File: src/rtl/gpio_alias_pkg.sv
package gpio_alias_pkg;
  localparam logic [4:0] OFF_DATA = 5'h00;
  localparam logic [4:0] OFF_OUT  = 5'h04;
  localparam logic [4:0] OFF_DIR  = 5'h08;
  localparam logic [4:0] OFF_EN   = 5'h0C;
  localparam logic [4:0] OFF_POL  = 5'h10;
  localparam logic [4:0] OFF_EDGE = 5'h14;
  localparam logic [4:0] OFF_CAP  = 5'h18;

  // address bits [7:5] select the register group
  localparam logic [2:0] GRP_BASE = 3'b000;
  localparam logic [2:0] GRP_FLAG = 3'b001;
  localparam logic [2:0] GRP_MAP  = 3'b010;
  localparam logic [2:0] GRP_OR   = 3'b100;
  localparam logic [2:0] GRP_AND  = 3'b101;
  localparam logic [2:0] GRP_XOR  = 3'b110;

  typedef enum logic [1:0] {
    OP_LOAD = 2'd0,
    OP_SET  = 2'd1,
    OP_CLR  = 2'd2,
    OP_FLIP = 2'd3
  } alias_op_e;
endpackage

File: src/rtl/gpio_sync.sv
module gpio_sync #(
  parameter int unsigned W = 32
) (
  input  logic         clk_i,
  input  logic         rst_ni,
  input  logic [W-1:0] d_i,
  output logic [W-1:0] q_o
);
  logic [W-1:0] meta_q, stable_q;

  always_ff @(posedge clk_i or negedge rst_ni) begin
    if (!rst_ni) begin
      meta_q   <= '0;
      stable_q <= '0;
    end else begin
      meta_q   <= d_i;
      stable_q <= meta_q;
    end
  end

  assign q_o = stable_q;
endmodule

File: src/rtl/gpio_alias_reg.sv
module gpio_alias_reg
  import gpio_alias_pkg::*;
#(
  parameter int unsigned W = 32
) (
  input  logic         clk_i,
  input  logic         rst_ni,
  input  logic         wr_i,
  input  alias_op_e    op_i,
  input  logic [W-1:0] wdata_i,
  output logic [W-1:0] q_o
);
  logic [W-1:0] q;

  always_ff @(posedge clk_i or negedge rst_ni) begin
    if (!rst_ni) begin
      q <= '0;
    end else if (wr_i) begin
      unique case (op_i)
        OP_LOAD: q <= wdata_i;
        OP_SET:  q <= q | wdata_i;
        OP_CLR:  q <= q & wdata_i;
        OP_FLIP: q <= q ^ wdata_i;
        default: q <= q;
      endcase
    end
  end

  assign q_o = q;

  a_r3_set_alias: assert property (@(posedge clk_i) disable iff (!rst_ni)
    (wr_i && op_i == OP_SET) |=> ((q_o & $past(wdata_i)) == $past(wdata_i)));
  a_r4_clr_alias: assert property (@(posedge clk_i) disable iff (!rst_ni)
    (wr_i && op_i == OP_CLR) |=> ((q_o & ~$past(wdata_i)) == '0));
  a_r5_flip_alias: assert property (@(posedge clk_i) disable iff (!rst_ni)
    (wr_i && op_i == OP_FLIP) |=> (q_o == ($past(q_o) ^ $past(wdata_i))));
  a_r2_hold_idle: assert property (@(posedge clk_i) disable iff (!rst_ni)
    !wr_i |=> $stable(q_o));
endmodule

File: src/rtl/gpio_irq_det.sv
module gpio_irq_det #(
  parameter int unsigned       NPIN = 32,
  parameter logic [NPIN-1:0]   CAP  = '1
) (
  input  logic            clk_i,
  input  logic            rst_ni,
  input  logic [NPIN-1:0] lvl_i,
  input  logic [NPIN-1:0] en_i,
  input  logic [NPIN-1:0] pol_i,
  input  logic [NPIN-1:0] edge_i,
  input  logic [NPIN-1:0] clr_i,
  output logic [NPIN-1:0] flag_o
);
  logic [NPIN-1:0] prev_q, flag_q;
  logic [NPIN-1:0] rise_w, fall_w, lvl_hit_w, edge_hit_w, set_w;

  assign rise_w     = lvl_i & ~prev_q;
  assign fall_w     = ~lvl_i & prev_q;
  assign lvl_hit_w  = (pol_i & lvl_i) | (~pol_i & ~lvl_i);
  assign edge_hit_w = (pol_i & rise_w) | (~pol_i & fall_w);
  assign set_w      = ((edge_i & edge_hit_w) | (~edge_i & lvl_hit_w)) & en_i & CAP;

  always_ff @(posedge clk_i or negedge rst_ni) begin
    if (!rst_ni) begin
      prev_q <= '0;
      flag_q <= '0;
    end else begin
      prev_q <= lvl_i;
      // set dominates a same-cycle clear
      flag_q <= set_w | (flag_q & ~clr_i);
    end
  end

  assign flag_o = flag_q;

  a_r9_no_flag_unenabled: assert property (@(posedge clk_i) disable iff (!rst_ni)
    1'b1 |=> ((flag_o & ~$past(flag_o) & ~$past(en_i)) == '0));
  a_r10_sticky: assert property (@(posedge clk_i) disable iff (!rst_ni)
    1'b1 |=> (($past(flag_o) & ~$past(clr_i) & ~flag_o) == '0));
  a_r11_set_wins: assert property (@(posedge clk_i) disable iff (!rst_ni)
    1'b1 |=> (($past(set_w) & ~flag_o) == '0));
  a_r10_clear: assert property (@(posedge clk_i) disable iff (!rst_ni)
    1'b1 |=> (($past(clr_i) & ~$past(set_w) & flag_o) == '0));
endmodule

File: src/rtl/gpio_irq_route.sv
module gpio_irq_route #(
  parameter int unsigned NPIN   = 32,
  parameter int unsigned NLINES = 4,
  parameter bit          MAP_EN = 1'b1
) (
  input  logic [NPIN-1:0]      flag_i,
  input  logic [NPIN-1:0][7:0] map_i,
  output logic [NLINES-1:0]    line_o
);
  for (genvar l = 0; l < NLINES; l++) begin : g_line
    logic [NPIN-1:0] hit;
    for (genvar p = 0; p < NPIN; p++) begin : g_pin
      if (MAP_EN) begin : g_tab
        assign hit[p] = flag_i[p] && (map_i[p] == 8'(l));
      end else begin : g_fix
        assign hit[p] = flag_i[p] && ((p % NLINES) == l);
      end
    end
    assign line_o[l] = |hit;
  end
endmodule

File: src/rtl/gpio_alias_port.sv
module gpio_alias_port
  import gpio_alias_pkg::*;
#(
  parameter int unsigned NPIN    = 32,
  parameter int unsigned NLINES  = 4,
  parameter bit          MAP_EN  = 1'b1,
  parameter logic [31:0] IRQ_CAP = 32'h00FF_FFFF
) (
  input  logic              clk_i,
  input  logic              rst_ni,
  input  logic [7:0]        addr_i,
  input  logic              we_i,
  input  logic [31:0]       wdata_i,
  output logic [31:0]       rdata_o,
  input  logic [NPIN-1:0]   pin_i,
  output logic [NPIN-1:0]   pin_o,
  output logic [NPIN-1:0]   pin_oe_o,
  output logic [NLINES-1:0] irq_o
);
  localparam int unsigned     MAP_WORDS = (NPIN + 3) / 4;
  localparam logic [NPIN-1:0] CAP_MASK  = IRQ_CAP[NPIN-1:0];
  localparam logic [31:0]     CAP_WORD  = {16'h0, 4'(NLINES - 1), 2'b00, 2'(MAP_EN),
                                           3'b000, 5'(NPIN - 1)};

  logic [2:0] grp;
  logic [4:0] sub;
  logic       reg_grp;
  alias_op_e  op_w;
  logic       out_wr, dir_wr, en_wr, pol_wr, edge_wr, map_wr;
  logic [NPIN-1:0] clr_w;

  logic [NPIN-1:0]      data_w, out_q, dir_q, en_q, flag_w;
  logic [NPIN-1:0]      pol_q, edge_q;
  logic [NPIN-1:0][7:0] map_q;

  logic unused_addr;
  assign unused_addr = ^addr_i[1:0];

  assign grp     = addr_i[7:5];
  assign sub     = addr_i[4:0];
  assign reg_grp = (grp == GRP_BASE) || (grp == GRP_OR) || (grp == GRP_AND) || (grp == GRP_XOR);

  always_comb begin
    unique case (grp)
      GRP_OR:  op_w = OP_SET;
      GRP_AND: op_w = OP_CLR;
      GRP_XOR: op_w = OP_FLIP;
      default: op_w = OP_LOAD;
    endcase
  end

  assign out_wr  = we_i && reg_grp && (sub == OFF_OUT);
  assign dir_wr  = we_i && reg_grp && (sub == OFF_DIR);
  assign en_wr   = we_i && reg_grp && (sub == OFF_EN);
  assign pol_wr  = we_i && (grp == GRP_BASE) && (sub == OFF_POL);
  assign edge_wr = we_i && (grp == GRP_BASE) && (sub == OFF_EDGE);
  assign map_wr  = MAP_EN && we_i && (grp == GRP_MAP) && (int'(addr_i[4:2]) < MAP_WORDS);
  assign clr_w   = (we_i && (grp == GRP_FLAG) && (sub == 5'h00)) ? wdata_i[NPIN-1:0] : '0;

  gpio_sync #(.W(NPIN)) u_sync (
    .clk_i  (clk_i),
    .rst_ni (rst_ni),
    .d_i    (pin_i),
    .q_o    (data_w)
  );

  gpio_alias_reg #(.W(NPIN)) u_out (
    .clk_i (clk_i), .rst_ni (rst_ni), .wr_i (out_wr), .op_i (op_w),
    .wdata_i (wdata_i[NPIN-1:0]), .q_o (out_q)
  );

  gpio_alias_reg #(.W(NPIN)) u_dir (
    .clk_i (clk_i), .rst_ni (rst_ni), .wr_i (dir_wr), .op_i (op_w),
    .wdata_i (wdata_i[NPIN-1:0]), .q_o (dir_q)
  );

  gpio_alias_reg #(.W(NPIN)) u_en (
    .clk_i (clk_i), .rst_ni (rst_ni), .wr_i (en_wr), .op_i (op_w),
    .wdata_i (wdata_i[NPIN-1:0]), .q_o (en_q)
  );

  always_ff @(posedge clk_i or negedge rst_ni) begin
    if (!rst_ni) begin
      pol_q  <= '0;
      edge_q <= '0;
    end else begin
      if (pol_wr)  pol_q  <= wdata_i[NPIN-1:0] & CAP_MASK;
      if (edge_wr) edge_q <= wdata_i[NPIN-1:0];
    end
  end

  // lower pin index sits in the higher byte of its word
  always_ff @(posedge clk_i or negedge rst_ni) begin
    if (!rst_ni) begin
      map_q <= '0;
    end else if (map_wr) begin
      for (int p = 0; p < NPIN; p++) begin
        if (p / 4 == int'(addr_i[4:2])) map_q[p] <= wdata_i[31 - 8 * (p % 4) -: 8];
      end
    end
  end

  gpio_irq_det #(.NPIN(NPIN), .CAP(CAP_MASK)) u_det (
    .clk_i  (clk_i),
    .rst_ni (rst_ni),
    .lvl_i  (data_w),
    .en_i   (en_q),
    .pol_i  (pol_q),
    .edge_i (edge_q),
    .clr_i  (clr_w),
    .flag_o (flag_w)
  );

  gpio_irq_route #(.NPIN(NPIN), .NLINES(NLINES), .MAP_EN(MAP_EN)) u_route (
    .flag_i (flag_w),
    .map_i  (map_q),
    .line_o (irq_o)
  );

  always_comb begin
    rdata_o = '0;
    if (reg_grp) begin
      unique case (sub)
        OFF_DATA: rdata_o = 32'(data_w);
        OFF_OUT:  rdata_o = 32'(out_q);
        OFF_DIR:  rdata_o = 32'(dir_q);
        OFF_EN:   rdata_o = 32'(en_q);
        OFF_POL:  rdata_o = 32'(pol_q);
        OFF_EDGE: rdata_o = 32'(edge_q);
        OFF_CAP:  rdata_o = CAP_WORD;
        default:  rdata_o = '0;
      endcase
    end else if (grp == GRP_FLAG && sub == 5'h00) begin
      rdata_o = 32'(flag_w);
    end else if (grp == GRP_MAP && MAP_EN) begin
      for (int p = 0; p < NPIN; p++) begin
        if (p / 4 == int'(addr_i[4:2])) rdata_o[31 - 8 * (p % 4) -: 8] = map_q[p];
      end
    end
  end

  assign pin_o    = out_q;
  assign pin_oe_o = dir_q;

  logic [1:0] since_rst_q;
  always_ff @(posedge clk_i or negedge rst_ni) begin
    if (!rst_ni)                 since_rst_q <= '0;
    else if (since_rst_q != 2'd3) since_rst_q <= since_rst_q + 2'd1;
  end

  a_r6_two_stage_sync: assert property (@(posedge clk_i) disable iff (!rst_ni)
    (since_rst_q == 2'd3) |-> (data_w == $past(pin_i, 2)));
  a_r13_line_has_source: assert property (@(posedge clk_i) disable iff (!rst_ni)
    (irq_o != '0) |-> (flag_w != '0));
  a_r12_pol_capable_only: assert property (@(posedge clk_i) disable iff (!rst_ni)
    pol_wr |=> ((pol_q & ~CAP_MASK) == '0));
endmodule

File: config.mk
export PLATFORM = sky130hd
export DESIGN_NAME = gpio_alias_port
export DESIGN_NICKNAME = d
export VERILOG_FILES = /design/src/rtl/gpio_alias_pkg.sv /design/src/rtl/gpio_sync.sv /design/src/rtl/gpio_alias_reg.sv /design/src/rtl/gpio_irq_det.sv /design/src/rtl/gpio_irq_route.sv /design/src/rtl/gpio_alias_port.sv
export SDC_FILE = /design/constraint.sdc
export NUM_CORES = 1
export LEC_CHECK = 0
export BUFFER_PORTS_ARGS = -buffer_cell sky130_fd_sc_hd__buf_4
export CORE_MARGIN = 2
export CORE_UTILIZATION = 44
export DETAILED_ROUTE_END_ITERATION = 8
export PLACE_DENSITY_LB_ADDON = 0.2
export SLEW_MARGIN = 20
export SYNTH_ARGS = -nofsm -noshare
export SYNTH_HDL_FRONTEND = slang
export SYNTH_SLANG_ARGS = --single-unit
File: constraint.sdc
create_clock -name clk_i -period 4.65 [get_ports clk_i]
set_clock_uncertainty 0.15 [all_clocks]
set_input_delay 0.465 -clock clk_i [delete_from_list [all_inputs] [get_ports clk_i]]
set_output_delay 0.465 -clock clk_i [all_outputs]
set_load 0.02 [all_outputs]
==> key figures, run 1 <==
Clocking
  • CTS tree: done
  • Root buf cell: clkbuf_16
  • Total CTS buffers: 59
  • Clk sinks: 528
  • CTS max path bufs: 3
  • CTS clk-pin slew, worst paths: 0.06 ns
  • Post-CTS sizing: 0
  • H-Tree Depth: 2
  • Clk_lat worst skew: 0.63 ns

Placement
  • I/O Buffers: 174
  • Placed instance area: 31600 sq um
  • Place WS: 0.819 ns
  • RD Place Congestion: 0.964
  • DP Cell Count: 3921
  • HPWL after DPL: 77500 microns

Layout
  • Share of cells above drive strength 1: 16.9%
  • Post-Layout Cell Count: 4068
  • Layout net count: 3411
  • Area grow syn2layout: 15.1%
  • # fillers: 6050
  • Final Util: 50.9%
  • Finished Cell Area: 34000 sq um

STA
  • Highest clock rate: 0.240 GHz
  • Fin. Hold Viols: 0
  • RSZ-0062 raised after global routing: false
  • Setup tns final: 0 ns
  • Worst slew pin tran: 1.10 ns
  • Slew margin rel.: 26.2%
  • Setup ws final: 0.491 ns
  • Setup violations, final: 0
  • Final period utilization: 89.5%
  • Max Transition Viols Final: 0
  • Hold WS: 0.0441 ns
  • Tmin final: 4.16 ns

Synth
  • YS warnings: 0
  • Synthesized flop and latch total: 528
  • Mapped Cells: 3003
  • Post-synth EDFFs: 0
  • Mapped Area: 29600 sq um
  • Sequential share of the synthesized area: 44.7%
  • Synth Area per Inst: 9.85 sq um
  • Top_reg_cell synth: dfrtp_1
  • Synth cell types: 76
  • Async SR Flop Fraction: 100%
  • Syn_nets: 3270

Global route
  • Largest net degree at the start of global routing: 112
  • Initial antenna violation count: 4
  • First-pass GRT wire length: 162000 microns
  • Global route overflow: 0
  • Gr usage total: 31.0%
  • Vias in the first global route: 24500

Setup path
  • Slowest CP cell: nor4_1
  • Crit-path max cell delay: 0.94 ns
  • Delay-heaviest family, CP: simple AND/OR/NAND/NOR gates
  • Crit path kind: flip-flop to output port
  • CP endpoint kind: output port
  • Data arrival, critical path: 3.54 ns
  • CP bufs+invs: 1
  • Max FO, Critical Path: 3
  • Worst-path cell chain: or4_1 > nor4_1 > a32o_1 > a311o_1 > a2111oi_0 > nand4_1 > buf_4
  • CP Data Required Time: 4.03 ns
  • CP Launch Type: flip-flop

Drt
  • Initial DRC count: 2950
  • Pre-antenna DRT Iters: 7
  • Detail Route Antenna Nets: 0
  • Post-Route WL: 108000 microns
  • Drt drc: 0
  • DR vias/cell: 6.11
  • Wirelength per Cell: 26.6 microns
  • Vias: 24800

Floorplanning
  • CORE AREA: 66800 sq um
  • Ports: 175
  • Die X: 263 microns
  • Initial core utilization: 44.3%
  • Row count: 95
  • Die ar.: 69300 sq um
  • Die Y: 263 microns

Min path
  • Worst Hold Class: input pin to flip-flop

Pwr
  • Total power: 13.2 mW
  • Worst vdd ir: 0.000322 V
  • Leakage: 15.5 nW
  • PD cells: 389 nW/um^2

Job
  • Max-cap viol count: 0

Outcome
  • Outcome: finished clean
[flip-flops by register name (all words and copies together) (netlist names)]
| register | count |
|---|---|
| map_q | 256 |
| u_dir.q_o | 32 |
| u_en.q_o | 32 |
| u_det.prev_q | 24 |
| u_det.flag_o | 32 |
| u_sync.q_o | 32 |
| u_out.q_o | 32 |
| pol_q | 24 |
| edge_q | 32 |
| u_sync.meta_q | 32 |
[where the power goes]
part	total, mW	leakage [nW]	internal, mW	switching (mW)
clock	4.95	0.995	2.94	2.01
combinational	2.57	8.03	1.03	1.54
sequential	5.71	6.44	5.08	0.622
total	13.2	15.5	9.06	4.17
[cell usage in the layout, fill, tap and decap left out, drive strengths merged, types with 114 or more instances in the layout]
master	n
buf	234
a21oi	189
dfrtp	528
nand2	375
a211oi	114
nor2	146
ha	192
mux2	168
inv	191
o21ai	335
[per-layer routing]
metal	global-route usage (%)	up-vias	routed length, microns
met5	0	-	12
met4	10.5	2	3850
met3	7.73	192	10000
met2	45.9	1080	47100
met1	44.2	12500	47300
li1	-	11000	-
[worst register-to-register path: stages, from the launching register on]
cell and delay, ns:
dfrtp_1 0.52, inv_1 0.11, ha_1 0.28, nand2_1 0.06
o21ai_0 0.11, a211oi_1 0.34, a21oi_1 0.10
[Yosys cell counts (8+ instances only)]
| master | count | area, sq um |
|---|---|---|
| nand2_1 | 374 | 1400 |
| o22ai_1 | 35 | 219 |
| mux4_2 | 17 | 383 |
| o21ai_1 | 23 | 115 |
| or4_1 | 23 | 173 |
| buf_4 | 13 | 97.6 |
| nand3_1 | 28 | 140 |
| nor3b_1 | 12 | 90.1 |
| nor3_1 | 11 | 55.1 |
| dfrtp_1 | 528 | 13200 |
| mux2_2 | 158 | 1780 |
| a222oi_1 | 19 | 190 |
| a221oi_1 | 35 | 307 |
| inv_1 | 190 | 713 |
| a21oi_1 | 189 | 946 |
| ha_1 | 192 | 2400 |
| a221o_1 | 8 | 80.1 |
| buf_6 | 11 | 124 |
| o21ai_0 | 312 | 1560 |
| mux2i_1 | 109 | 1090 |
| a22o_1 | 17 | 149 |
| mux2_1 | 10 | 113 |
| buf_2 | 43 | 215 |
| and3_1 | 11 | 68.8 |
| a32o_1 | 25 | 250 |
| a211oi_1 | 114 | 856 |
| nor4_1 | 36 | 225 |
| xnor2_1 | 48 | 420 |
| nor4b_1 | 12 | 105 |
| nand2b_1 | 12 | 75.1 |
| nor2_1 | 144 | 541 |
| nand3b_1 | 10 | 75.1 |
| a21boi_0 | 8 | 60.1 |
| clkbuf_1 | 115 | 432 |
| nand4_1 | 10 | 62.6 |
[path summary, 6_finish.rpt]
kind | startpoint | end | slack, ns | depth (start not counted)
setup reg to reg | u_dir.q_o[15] | u_dir.q_o[15] | 2.86 | 6
min in group asynchronous | rst_ni | map_q[140] | 0.35 | 2
setup / recovery | map_q[69] | irq_o[0] | 0.49 | 7
max in group asynchronous | rst_ni | u_en.q_o[8] | 2.81 | 3
hold reg to reg | u_sync.meta_q[4] | u_sync.q_o[4] | 0.19 | 0
hold / removal | wdata_i[26] | u_det.flag_o[26] | 0.04 | 2
[area by class of cell]
| class | instances | area, sq um | area share (%) |
|---|---|---|---|
| Timing Repair Buffer | 269 | 2160 | 6.35 |
| Antenna cell | 2 | 5.00 | 0.0147 |
| Sequential cell | 528 | 13200 | 38.8 |
| Clock buffer | 86 | 1720 | 5.05 |
| Multi-Input combinational cell | 2095 | 14800 | 43.6 |
| Clock inverter | 24 | 303 | 0.890 |
| Inverter | 191 | 717 | 2.11 |
| Tap cell | 873 | 1090 | 3.21 |
[logic make-up (layout without fill, tap and decap cells)]
logic type,after synthesis,count (layout),share of synthesized area (%)
buffers and inverters,380,570,5.45
DFF,528,528,44.7
muxes,294,294,11.4
other,0,2,0
and+or+nand+nor,733,733,11.8
AOI/OAI and AO/OA,827,827,17.2
adders and majority gates,193,193,8.16
xor gates and xnor gates,48,48,1.42
[repair_timing]
item,4_1_cts,5_1_grt
hold endpoints to repair,125,0
buffers inserted,0,0
hold buffers,35,0
Power figures use the tool's default switching activity.
==> inputs of run 2 (changes only) <==
--- a/config.mk
+++ b/config.mk
@@ -9,6 +9,7 @@
 export CORE_MARGIN = 2
 export CORE_UTILIZATION = 44
 export DETAILED_ROUTE_END_ITERATION = 8
+export MAX_ROUTING_LAYER = met4
 export PLACE_DENSITY_LB_ADDON = 0.2
 export SLEW_MARGIN = 20
 export SYNTH_ARGS = -nofsm -noshare
==> key figures, run 2 (synthesized netlist as in run 1, its figures left out) <==
Global route
  • Vias in the first global route: 24700 (+0.73%)
  • First-pass GRT wire length: 163000 microns (+0.88%)
  • Global Route met2 Usage: 46.4% (+0.56 points)
  • Most Crowded Layer GR: met2
  • Met1 usage: 45.1% (+0.92 points)
  • Largest net degree at the start of global routing: 115 (+2.7%)
  • GR Layer Usage met3: 7.24% (-0.49 points)
  • Initial antenna violation count: 3 (-1)
  • Global route overflow: 0 (unchanged)
  • Gr usage total: 32.4% (+1.4 points)

Setup path
  • Crit path kind: flip-flop to output port
  • CP Data Required Time: 4.03 ns (about the same)
  • CP Launch Type: flip-flop
  • Max FO, Critical Path: 3 (unchanged)
  • Worst R2R End: u_dir.q_o[13]
  • Data arrival, critical path: 3.51 ns (-0.03 ns)
  • CP endpoint kind: output port
  • Reg-to-Reg Start: u_dir.q_o[13]
  • Worst Reg-to-Reg Cells: 7 (+1)
  • Setup slack, reg-to-reg: 2.95 ns (+0.09 ns)

STA
  • Hold WS: 0.0320 ns (-0.0121 ns)
  • RSZ-0062 raised after global routing: false
  • Setup ws final: 0.521 ns (+0.0304 ns)
  • Max Transition Viols Final: 0 (unchanged)
  • Tmin final: 4.13 ns (-0.0304 ns)
  • Final period utilization: 88.8% (-0.65 points)
  • Fin. Hold Viols: 0 (unchanged)
  • Slew margin rel.: 17.9% (-8.3 points)
  • Worst slew pin tran: 1.21 ns (+0.118 ns)
  • Setup violations, final: 0 (unchanged)
  • Highest clock rate: 0.242 GHz (+0.74%)
  • Setup tns final: 0 ns (unchanged)

Job
  • Max-cap viol count: 0 (unchanged)

Placement
  • HPWL after DPL: 78300 microns (+1.0%)
  • RD Place Congestion: 0.942 (-2.3%)
  • DP Cell Count: 3920 (-0.026%)
  • I/O Buffers: 174 (unchanged)
  • Place WS: 0.725 ns (-0.0940 ns)
  • Placed instance area: 31700 sq um (+0.13%)

Layout
  • Most common cell after layout, fill and taps aside: dfrtp_1
  • Final Util: 50.7% (-0.20 points)
  • Layout net count: 3408 (-0.088%)
  • Finished Cell Area: 33900 sq um (-0.39%)
  • Most flop-heavy register: map_q
  • Post-Layout Cell Count: 4064 (-0.098%)
  • Area grow syn2layout: 14.6%
  • Max reg flops: 256 (unchanged)
  • Share of cells above drive strength 1: 16.8% (-0.18 points)
  • Most frequent cells in the layout: 528 x dfrtp_1, 372 x nand2_1, 312 x o21ai_0, 223 x buf_4, 192 x ha_1
  • # fillers: 6089 (+0.64%)

Clocking
  • CTS max path bufs: 3 (unchanged)
  • Root buf cell: clkbuf_16
  • CTS clk-pin slew, worst paths: 0.06 ns (about the same)
  • Total CTS buffers: 58 (-1.7%)
  • Clk_lat worst skew: 0.63 ns (about the same)
  • CTS tree: done
  • H-Tree Depth: 2 (unchanged)
  • Clk sinks: 528 (unchanged)
  • Post-CTS Setup Bufs: 0 (unchanged)

Min path
  • Hold Path Stages: 2 (unchanged)
  • End of the worst hold path: u_det.flag_o[26]
  • Hold Crit Start: wdata_i[26]
  • Worst Hold Class: input pin to flip-flop

Floorplanning
  • Die ar.: 69300 sq um (unchanged)
  • Row count: 95 (unchanged)
  • Die X: 263 microns (unchanged)
  • CORE AREA: 66800 sq um (unchanged)
  • Initial core utilization: 44.3% (unchanged)
  • Ports: 175 (unchanged)
  • Die Y: 263 microns (unchanged)

Drt
  • Drt drc: 0 (unchanged)
  • Initial DRC count: 2784 (-5.6%)
  • Detail Route Antenna Nets: 0 (unchanged)
  • DR vias/cell: 6.14 (+0.54%)
  • Pre-antenna DRT Iters: 7 (unchanged)
  • Vias: 25000 (+0.44%)
  • Post-Route WL: 110000 microns (+1.7%)
  • Wirelength per Cell: 27.1 microns (+1.8%)

Pwr
  • Total power: 12.9 mW (-2.7%)
  • PD cells: 380 nW/um^2 (-2.3%)
  • Worst vdd ir: 0.000294 V (-9.0%)
  • Leakage: 15.4 nW (-0.36%)

Outcome
  • Outcome: finished clean
## run 2: power by group
| part | total [mW] | switching [mW] | internal, mW | leakage [nW] |
|---|---|---|---|---|
| logic | 2.58 | 1.54 | 1.03 | 8.04 |
| registers | 5.71 | 0.624 | 5.08 | 6.44 |
| clock network | 4.58 | 1.95 | 2.63 | 0.930 |
| total | 12.9 | 4.12 | 8.75 | 15.4 |
## run 2: final cells by class
type,instances,area (sq um),area share (%)
multi-input combinational,2095,14800,43.7
sequential,528,13200,39.0
timing repair buffer,267,2190,6.47
clock buffer,87,1710,5.05
tap,873,1090,3.22
inverter,191,717,2.11
clock inverter,18,144,0.424
antenna,5,12.5,0.0369
## run 2: worst max path at each step
stage               slack, ns  cells past startpoint  startpoint     endpoint
floorplan                1.77                      7   addr_i[4]  rdata_o[21]
global placement         0.76                      8   addr_i[4]  rdata_o[25]
detailed placement       0.73                      8   addr_i[4]  rdata_o[25]
CTS                      0.62                      7   map_q[69]     irq_o[0]
global route             0.43                      8   addr_i[4]  rdata_o[30]
finish                   0.52                      7   map_q[69]     irq_o[0]
## run 2: metal layers
layer / share of wire (%) / vias up / wire length (microns)
met5: 0 / - / 0
met4: 3.5 / 0 / 3880
li1: - / 11000 / -
met2: 43 / 1150 / 47700
met3: 9.3 / 206 / 10200
met1: 44 / 12600 / 48300
## run 2: worst max-delay path: stages, from the launching register on
cell and delay, ns:
dfrtp_1 0.42, or4_1 0.68, nor4_1 0.91, a32o_1 0.30, a311o_1 0.16, a2111oi_0 0.07, nand4_1 0.16, buf_4 0.17
## run 2: what timing repair did
item / in CTS / in global routing
gates resized for setup: 0 / 0
hold endpoints to repair: 104 / 0
hold buffers: 34 / 0
